--- src/rtl/i2cm_pkg.sv ---
package i2cm_pkg;

    localparam int BYTE_W = 8;
    localparam int BIDX_W = $clog2(BYTE_W);

    typedef enum logic [2:0] {
        ST_IDLE,
        ST_START,
        ST_BIT,
        ST_ACK,
        ST_HOLD,
        ST_STOP
    } eng_state_e;

    typedef struct packed {
        eng_state_e           st;
        logic [1:0]           q;
        logic [BIDX_W-1:0]    bidx;
        logic [BYTE_W-1:0]    sh;
        logic                 last;
        logic                 scl_low;
        logic                 sda_low;
        logic                 err;
        logic                 done;
        logic                 ack;
    } eng_regs_s;

endpackage

--- src/rtl/i2cm_sync.sv ---
module i2cm_sync #(
    parameter int W      = 2,
    parameter int STAGES = 2
) (
    input  logic         clk,
    input  logic         rst_n,
    input  logic [W-1:0] din,
    output logic [W-1:0] dout
);
    logic [W-1:0] stg_d [STAGES];
    logic [W-1:0] stg_q [STAGES];

    always_comb begin
        stg_d[0] = din;
    end

    for (genvar g = 1; g < STAGES; g++) begin : g_chain
        always_comb begin
            stg_d[g] = stg_q[g-1];
        end
    end

    // lines idle high, so reset the chain to ones
    always_ff @(posedge clk or negedge rst_n) begin
        if (!rst_n) begin
            for (int i = 0; i < STAGES; i++) stg_q[i] <= '1;
        end else begin
            for (int i = 0; i < STAGES; i++) stg_q[i] <= stg_d[i];
        end
    end

    assign dout = stg_q[STAGES-1];
endmodule

--- src/rtl/i2cm_qtr_div.sv ---
module i2cm_qtr_div #(
    parameter int QTR_STD  = 125,
    parameter int QTR_FAST = 31
) (
    input  logic clk,
    input  logic rst_n,
    input  logic soft_rst,
    input  logic clr,
    input  logic fast,
    output logic qtick
);
    localparam int QMAX = (QTR_STD > QTR_FAST) ? QTR_STD : QTR_FAST;
    localparam int CW   = $clog2(QMAX + 1);
    localparam logic [CW-1:0] LIM_STD  = CW'(QTR_STD - 1);
    localparam logic [CW-1:0] LIM_FAST = CW'(QTR_FAST - 1);

    logic [CW-1:0] cnt_d, cnt_q;
    logic [CW-1:0] lim;

    always_comb begin
        lim   = fast ? LIM_FAST : LIM_STD;
        qtick = !clr && (cnt_q == lim);
        if (clr || soft_rst || cnt_q == lim) cnt_d = '0;
        else                                 cnt_d = cnt_q + 1'b1;
    end

    always_ff @(posedge clk or negedge rst_n) begin
        if (!rst_n) cnt_q <= '0;
        else        cnt_q <= cnt_d;
    end
endmodule

--- src/rtl/i2cm_bus_mon.sv ---
module i2cm_bus_mon (
    input  logic clk,
    input  logic rst_n,
    input  logic soft_rst,
    input  logic scl_s,
    input  logic sda_s,
    output logic busy
);
    typedef struct packed {
        logic scl_p;
        logic sda_p;
        logic busy;
    } mon_regs_s;

    mon_regs_s mon_d, mon_q;
    logic start_seen, stop_seen;

    always_comb begin
        start_seen = mon_q.scl_p && scl_s && mon_q.sda_p && !sda_s;
        stop_seen  = mon_q.scl_p && scl_s && !mon_q.sda_p && sda_s;
        mon_d       = mon_q;
        mon_d.scl_p = scl_s;
        mon_d.sda_p = sda_s;
        if (start_seen)     mon_d.busy = 1'b1;
        else if (stop_seen) mon_d.busy = 1'b0;
        if (soft_rst)       mon_d.busy = 1'b0;
    end

    always_ff @(posedge clk or negedge rst_n) begin
        if (!rst_n) mon_q <= '{scl_p: 1'b1, sda_p: 1'b1, busy: 1'b0};
        else        mon_q <= mon_d;
    end

    assign busy = mon_q.busy;
endmodule

--- src/rtl/i2cm_tx_engine.sv ---
module i2cm_tx_engine
    import i2cm_pkg::*;
(
    input  logic              clk,
    input  logic              rst_n,
    input  logic              soft_rst,
    input  logic              qtick,
    input  logic              sda_s,
    input  logic              cmd_valid,
    input  logic              cmd_first,
    input  logic              cmd_last,
    input  logic [BYTE_W-1:0] cmd_data,
    output logic              cmd_ready,
    output logic              div_clr,
    output logic              in_byte,
    output logic              scl_low,
    output logic              sda_low,
    output logic              err,
    output logic              xfer_done,
    output logic              xfer_ack
);
    localparam logic [BIDX_W-1:0] BIDX_TOP = BIDX_W'(BYTE_W - 1);
    localparam eng_regs_s ENG_RST = '{
        st: ST_IDLE, q: 2'd0, bidx: '0, sh: '0, last: 1'b0,
        scl_low: 1'b0, sda_low: 1'b0, err: 1'b0, done: 1'b0, ack: 1'b0
    };

    eng_regs_s eng_d, eng_q;

    always_comb begin
        eng_d      = eng_q;
        eng_d.done = 1'b0;
        unique case (eng_q.st)
            ST_IDLE: begin
                // byte commands without a start flag are dropped here
                if (cmd_valid && cmd_first) begin
                    eng_d.st   = ST_START;
                    eng_d.q    = 2'd0;
                    eng_d.sh   = cmd_data;
                    eng_d.last = cmd_last;
                    eng_d.err  = 1'b0;
                end
            end
            ST_HOLD: begin
                if (cmd_valid) begin
                    eng_d.q    = 2'd0;
                    eng_d.sh   = cmd_data;
                    eng_d.last = cmd_last;
                    eng_d.bidx = BIDX_TOP;
                    eng_d.st   = cmd_first ? ST_START : ST_BIT;
                end
            end
            ST_START: begin
                if (qtick) begin
                    eng_d.q = eng_q.q + 2'd1;
                    unique case (eng_q.q)
                        2'd0: eng_d.sda_low = 1'b0;
                        2'd1: eng_d.scl_low = 1'b0;
                        2'd2: eng_d.sda_low = 1'b1;
                        default: begin
                            eng_d.scl_low = 1'b1;
                            eng_d.bidx    = BIDX_TOP;
                            eng_d.st      = ST_BIT;
                        end
                    endcase
                end
            end
            ST_BIT: begin
                if (qtick) begin
                    eng_d.q = eng_q.q + 2'd1;
                    unique case (eng_q.q)
                        2'd0: eng_d.sda_low = !eng_q.sh[BYTE_W-1];
                        2'd1: eng_d.scl_low = 1'b0;
                        2'd2: ;
                        default: begin
                            eng_d.scl_low = 1'b1;
                            eng_d.sh      = {eng_q.sh[BYTE_W-2:0], 1'b0};
                            if (eng_q.bidx == '0) eng_d.st = ST_ACK;
                            else                  eng_d.bidx = eng_q.bidx - 1'b1;
                        end
                    endcase
                end
            end
            ST_ACK: begin
                if (qtick) begin
                    eng_d.q = eng_q.q + 2'd1;
                    unique case (eng_q.q)
                        2'd0: eng_d.sda_low = 1'b0;
                        2'd1: eng_d.scl_low = 1'b0;
                        2'd2: eng_d.ack     = !sda_s;
                        default: begin
                            eng_d.scl_low = 1'b1;
                            eng_d.done    = 1'b1;
                            if (!eng_q.ack) begin
                                eng_d.err = 1'b1;
                                eng_d.st  = ST_STOP;
                            end else begin
                                eng_d.st = eng_q.last ? ST_STOP : ST_HOLD;
                            end
                        end
                    endcase
                end
            end
            ST_STOP: begin
                if (qtick) begin
                    eng_d.q = eng_q.q + 2'd1;
                    unique case (eng_q.q)
                        2'd0: eng_d.sda_low = 1'b1;
                        2'd1: eng_d.scl_low = 1'b0;
                        2'd2: eng_d.sda_low = 1'b0;
                        default: eng_d.st   = ST_IDLE;
                    endcase
                end
            end
            default: eng_d = ENG_RST;
        endcase
        if (soft_rst) eng_d = ENG_RST;
    end

    always_ff @(posedge clk or negedge rst_n) begin
        if (!rst_n) eng_q <= ENG_RST;
        else        eng_q <= eng_d;
    end

    assign cmd_ready = (eng_q.st == ST_IDLE) || (eng_q.st == ST_HOLD);
    assign div_clr   = cmd_ready;
    assign in_byte   = (eng_q.st == ST_BIT) || (eng_q.st == ST_ACK);
    assign scl_low   = eng_q.scl_low;
    assign sda_low   = eng_q.sda_low;
    assign err       = eng_q.err;
    assign xfer_done = eng_q.done;
    assign xfer_ack  = eng_q.ack;
endmodule

--- src/rtl/i2c_tx_master.sv ---
module i2c_tx_master #(
    parameter int QTR_STD     = 125,
    parameter int QTR_FAST    = 31,
    parameter int SYNC_STAGES = 2
) (
    input  logic       clk,
    input  logic       rst_n,
    input  logic       soft_rst,
    input  logic       fast_mode,
    input  logic       cmd_valid,
    input  logic       cmd_first,
    input  logic       cmd_last,
    input  logic [7:0] cmd_data,
    output logic       cmd_ready,
    output logic       xfer_done,
    output logic       xfer_ack,
    input  logic       scl_i,
    input  logic       sda_i,
    output logic       scl_oe,
    output logic       sda_oe,
    output logic       busy,
    output logic       err
);
    logic [1:0] line_s;
    logic       scl_s, sda_s;
    logic       qtick, div_clr;
    logic       byte_phase;

    i2cm_sync #(.W(2), .STAGES(SYNC_STAGES)) u_sync (
        .clk  (clk),
        .rst_n(rst_n),
        .din  ({scl_i, sda_i}),
        .dout (line_s)
    );
    assign scl_s = line_s[1];
    assign sda_s = line_s[0];

    i2cm_bus_mon u_mon (
        .clk     (clk),
        .rst_n   (rst_n),
        .soft_rst(soft_rst),
        .scl_s   (scl_s),
        .sda_s   (sda_s),
        .busy    (busy)
    );

    i2cm_qtr_div #(.QTR_STD(QTR_STD), .QTR_FAST(QTR_FAST)) u_div (
        .clk     (clk),
        .rst_n   (rst_n),
        .soft_rst(soft_rst),
        .clr     (div_clr),
        .fast    (fast_mode),
        .qtick   (qtick)
    );

    i2cm_tx_engine u_eng (
        .clk      (clk),
        .rst_n    (rst_n),
        .soft_rst (soft_rst),
        .qtick    (qtick),
        .sda_s    (sda_s),
        .cmd_valid(cmd_valid),
        .cmd_first(cmd_first),
        .cmd_last (cmd_last),
        .cmd_data (cmd_data),
        .cmd_ready(cmd_ready),
        .div_clr  (div_clr),
        .in_byte  (byte_phase),
        .scl_low  (scl_oe),
        .sda_low  (sda_oe),
        .err      (err),
        .xfer_done(xfer_done),
        .xfer_ack (xfer_ack)
    );
endmodule

--- config.mk ---
export PLATFORM = sky130hd
export DESIGN_NAME = i2c_tx_master
export DESIGN_NICKNAME = d
export VERILOG_FILES = /design/src/rtl/i2cm_pkg.sv /design/src/rtl/i2cm_sync.sv /design/src/rtl/i2cm_qtr_div.sv /design/src/rtl/i2cm_bus_mon.sv /design/src/rtl/i2cm_tx_engine.sv /design/src/rtl/i2c_tx_master.sv
export SDC_FILE = /design/constraint.sdc
export NUM_CORES = 1
export LEC_CHECK = 0
export CORE_UTILIZATION = 56
export DETAILED_ROUTE_END_ITERATION = 6
export HOLD_SLACK_MARGIN = 0.1
export PLACE_DENSITY = 0.79
export RECOVER_POWER = 50
export REMOVE_ABC_BUFFERS = 1
export SETUP_SLACK_MARGIN = 0.2
export SYNTH_ARGS = -nofsm -noshare
export SYNTH_HDL_FRONTEND = slang
export SYNTH_HIERARCHICAL = 1
export SYNTH_SLANG_ARGS = --single-unit
--- constraint.sdc ---
create_clock -name clk -period 3.45 [get_ports clk]
set_input_delay 0.345 -clock clk [delete_from_list [all_inputs] [get_ports clk]]
set_output_delay 0.345 -clock clk [all_outputs]
set_load 0.01 [all_outputs]
==> out/results.tsv <==
stage	metric	value	unit
outcome	run_status	complete, but fails checks	
outcome	violations	capacitance limit, slew limit	
drt	vias	1764	
final_layout	multiInputGateArea	0.00115	mm^2
floorplan	die_y	64.5	um
drt	drt_iter0_drc	274	
yosys	syn_avg_cell_area	10.3	um^2
sta	setup_viol	0	
sta	period_share	0.755	
setup_path	startpoint_type	flip-flop	
clock_network	clockRootBuffer	clkbuf_8	
drt	highest_layer	met4	
yosys	syn_inst	212	
final_layout	drive_gt1_frac	0.163	
clock_network	clk_pin_slew_worst_paths	0.07	ns
floorplan	die_x	64.5	um
final_layout	stdcell_count	281	
sta	drv_slew	37	
place	dp_cells	273	
setup_path	path_class	flip-flop to flip-flop	
drt	drc	0	
setup_path	cpPeakStageDelay	0.46	ns
sta	rsz0062_at_grt	no	
sta	hold_viol_final	0	
place	place.gp.congestion	0.881	
global_routing	grt_use_total	0.264	
clock_network	htreeDepth	2	
hold_path	min_path_cells	0	
setup_path	crit_fanout	8	
job	drv_cap	1	
clock_network	post_cts_buffers	0	
floorplan	num_rows	22	
drt	wl_per_cell	17.2	um
drt	ant_nets	0	
sta	max_freq	384	MHz
global_routing	grt_overflow_total	0	
clock_network	clock_latency	0.29	ns
hold_path	hp-class	flip-flop to flip-flop	
clock_network	cts_buffers	5	
pwr	cellPowerDensity	625	mW/mm^2
final_layout	n_fill_cell	306	
drt	met2WireLength	2320	um
global_routing	grt_pass1_vias	1765	
final_layout	seq_area	908	um^2
clock_network	clk_path_buf_depth	2	
yosys	yosys_warnings	6	
final_layout	antenna_cells	0	
clock_network	cts_hold_buffers	0	
global_routing	grt_max_degree	37	
drt	routed_wirelength	4840	um
place	portBuffers	23	
final_layout	areaGrowthSynthToFinish	14.7	%
global_routing	grt_pass1_wl	8450	um
setup_path	crit_path_end_kind	flip-flop	
sta	skew	0.00872	ns
setup_path	cp_slowest_cell	dfrtp_1	
drt	viasPerCell	6.28	
drt	wirelength_met1	2180	um
pwr	ir_drop	0.391	mV
clock_network	cts_tree	yes	
floorplan	dieArea	0.00417	mm^2
drt	met3WireLength	240	um
clock_network	ctsResizeCount	0	
final_layout	final_nets	256	
floorplan	coreArea	0.00372	mm^2
sta	period_minus_slack	2.60	ns
place	dp_hpwl	3420	um
clock_network	cts.sinks	36	
sta	relSlewSlack	-0.295	
sta	worstMarginPinSlew	1.94	ns
setup_path	crit_arrival	2.77	ns
pwr	leakage	1.05	nW
setup_path	r2r_cells	7	
global_routing	antenna_found_initial	0	
sta	fin_tns_setup	0	ns
setup_path	crit_required	3.62	ns
yosys	synth_area	0.00219	mm^2
floorplan	io_pins	24	
drt	dr.pass1.iters	5	
floorplan	initial_core_util	0.590	
setup_path	cp_cell_sequence	nand4bb_1, a211oi_2, nor2b_1, o22a_1, o31ai_4, a211o_1, mux2_4	
## through the flow
stage	instance area, um^2	setup WS [ns]	power (W)	hold slack [ns]	util
floorplan	2100	0.641	0.00105	0.0494	-
global placement	2420	0.716	0.00122	0.346	0.652
detailed placement	2420	0.598	0.00126	0.348	0.652
CTS	2520	0.860	0.00158	0.360	0.677
global route	2510	0.544	0.00168	0.373	0.676
finish	2510	0.847	0.00157	0.364	0.676
## sequential cells by signal, indices dropped and copies added, names as in the netlist, 2 cells and up
register      cells
u_eng/eng_q      17
u_sync/dout       2
u_mon/mon_q       2
u_div/cnt_q       7
u_sync/stg_d      2
## path summary, 6_finish.rpt
| path | end | from | slack [ns] |
|---|---|---|---|
| worst min-delay path | u_sync/dout[0] | u_sync/stg_d[0] | 0.36 |
| worst max register to register | u_eng/eng_q[8] | u_div/cnt_q[1] | 0.85 |
| min in group asynchronous | u_eng/eng_q[21] | rst_n | 1.14 |
| worst min register to register | u_sync/dout[0] | u_sync/stg_d[0] | 0.36 |
| max in group asynchronous | u_eng/eng_q[11] | rst_n | 1.19 |
| worst max-delay path | u_eng/eng_q[8] | u_div/cnt_q[1] | 0.85 |
## critical path, delay by kind of cell, from the launching register on
kind	cells	cell delay (ns)
simple gates	2	0.55
flops	1	0.46
compound gates	4	1.10
mux	1	0.36
## power by group
group	total [W]	switching [W]	leakage, nW	internal (W)
combinational	0.000626	0.000320	0.531	0.000306
clock	0.000307	0.000148	0.0510	0.000159
sequential	0.000638	0.000119	0.468	0.000519
## layer usage
metal | up-vias | GRT usage
li1 | 830 | -
met1 | 862 | 0.358
met2 | 61 | 0.417
met3 | 11 | 0.0511
met4 | 0 | 0.100
met5 | - | 0
## final cells by class
cell class                 instances  share of cell area
clock buffer                       6              0.0329
clock inverter                     2             0.00398
inverter                          11              0.0164
multi-input combinational        150               0.456
sequential                        36               0.362
tap                               48              0.0239
timing repair buffer              28               0.105
## cell usage in the layout, fill, tap and decap left out, types with 4 or more instances in the layout
cell type and n:
a22o_1 8, o21ai_1 5, a21oi_1 7, nand2_1 10, o21ai_0 11, dfrtp_1 30
nand4b_1 4, mux2_4 7, nor2_1 9, nor4_1 4, ha_1 7, inv_1 11
buf_4 4, clkbuf_8 6, nor2b_1 6, dfstp_2 4, a31oi_1 4, clkdlybuf4s50_1 20
nand2b_1 7
Note: power is estimated with default switching activity, not from simulation.
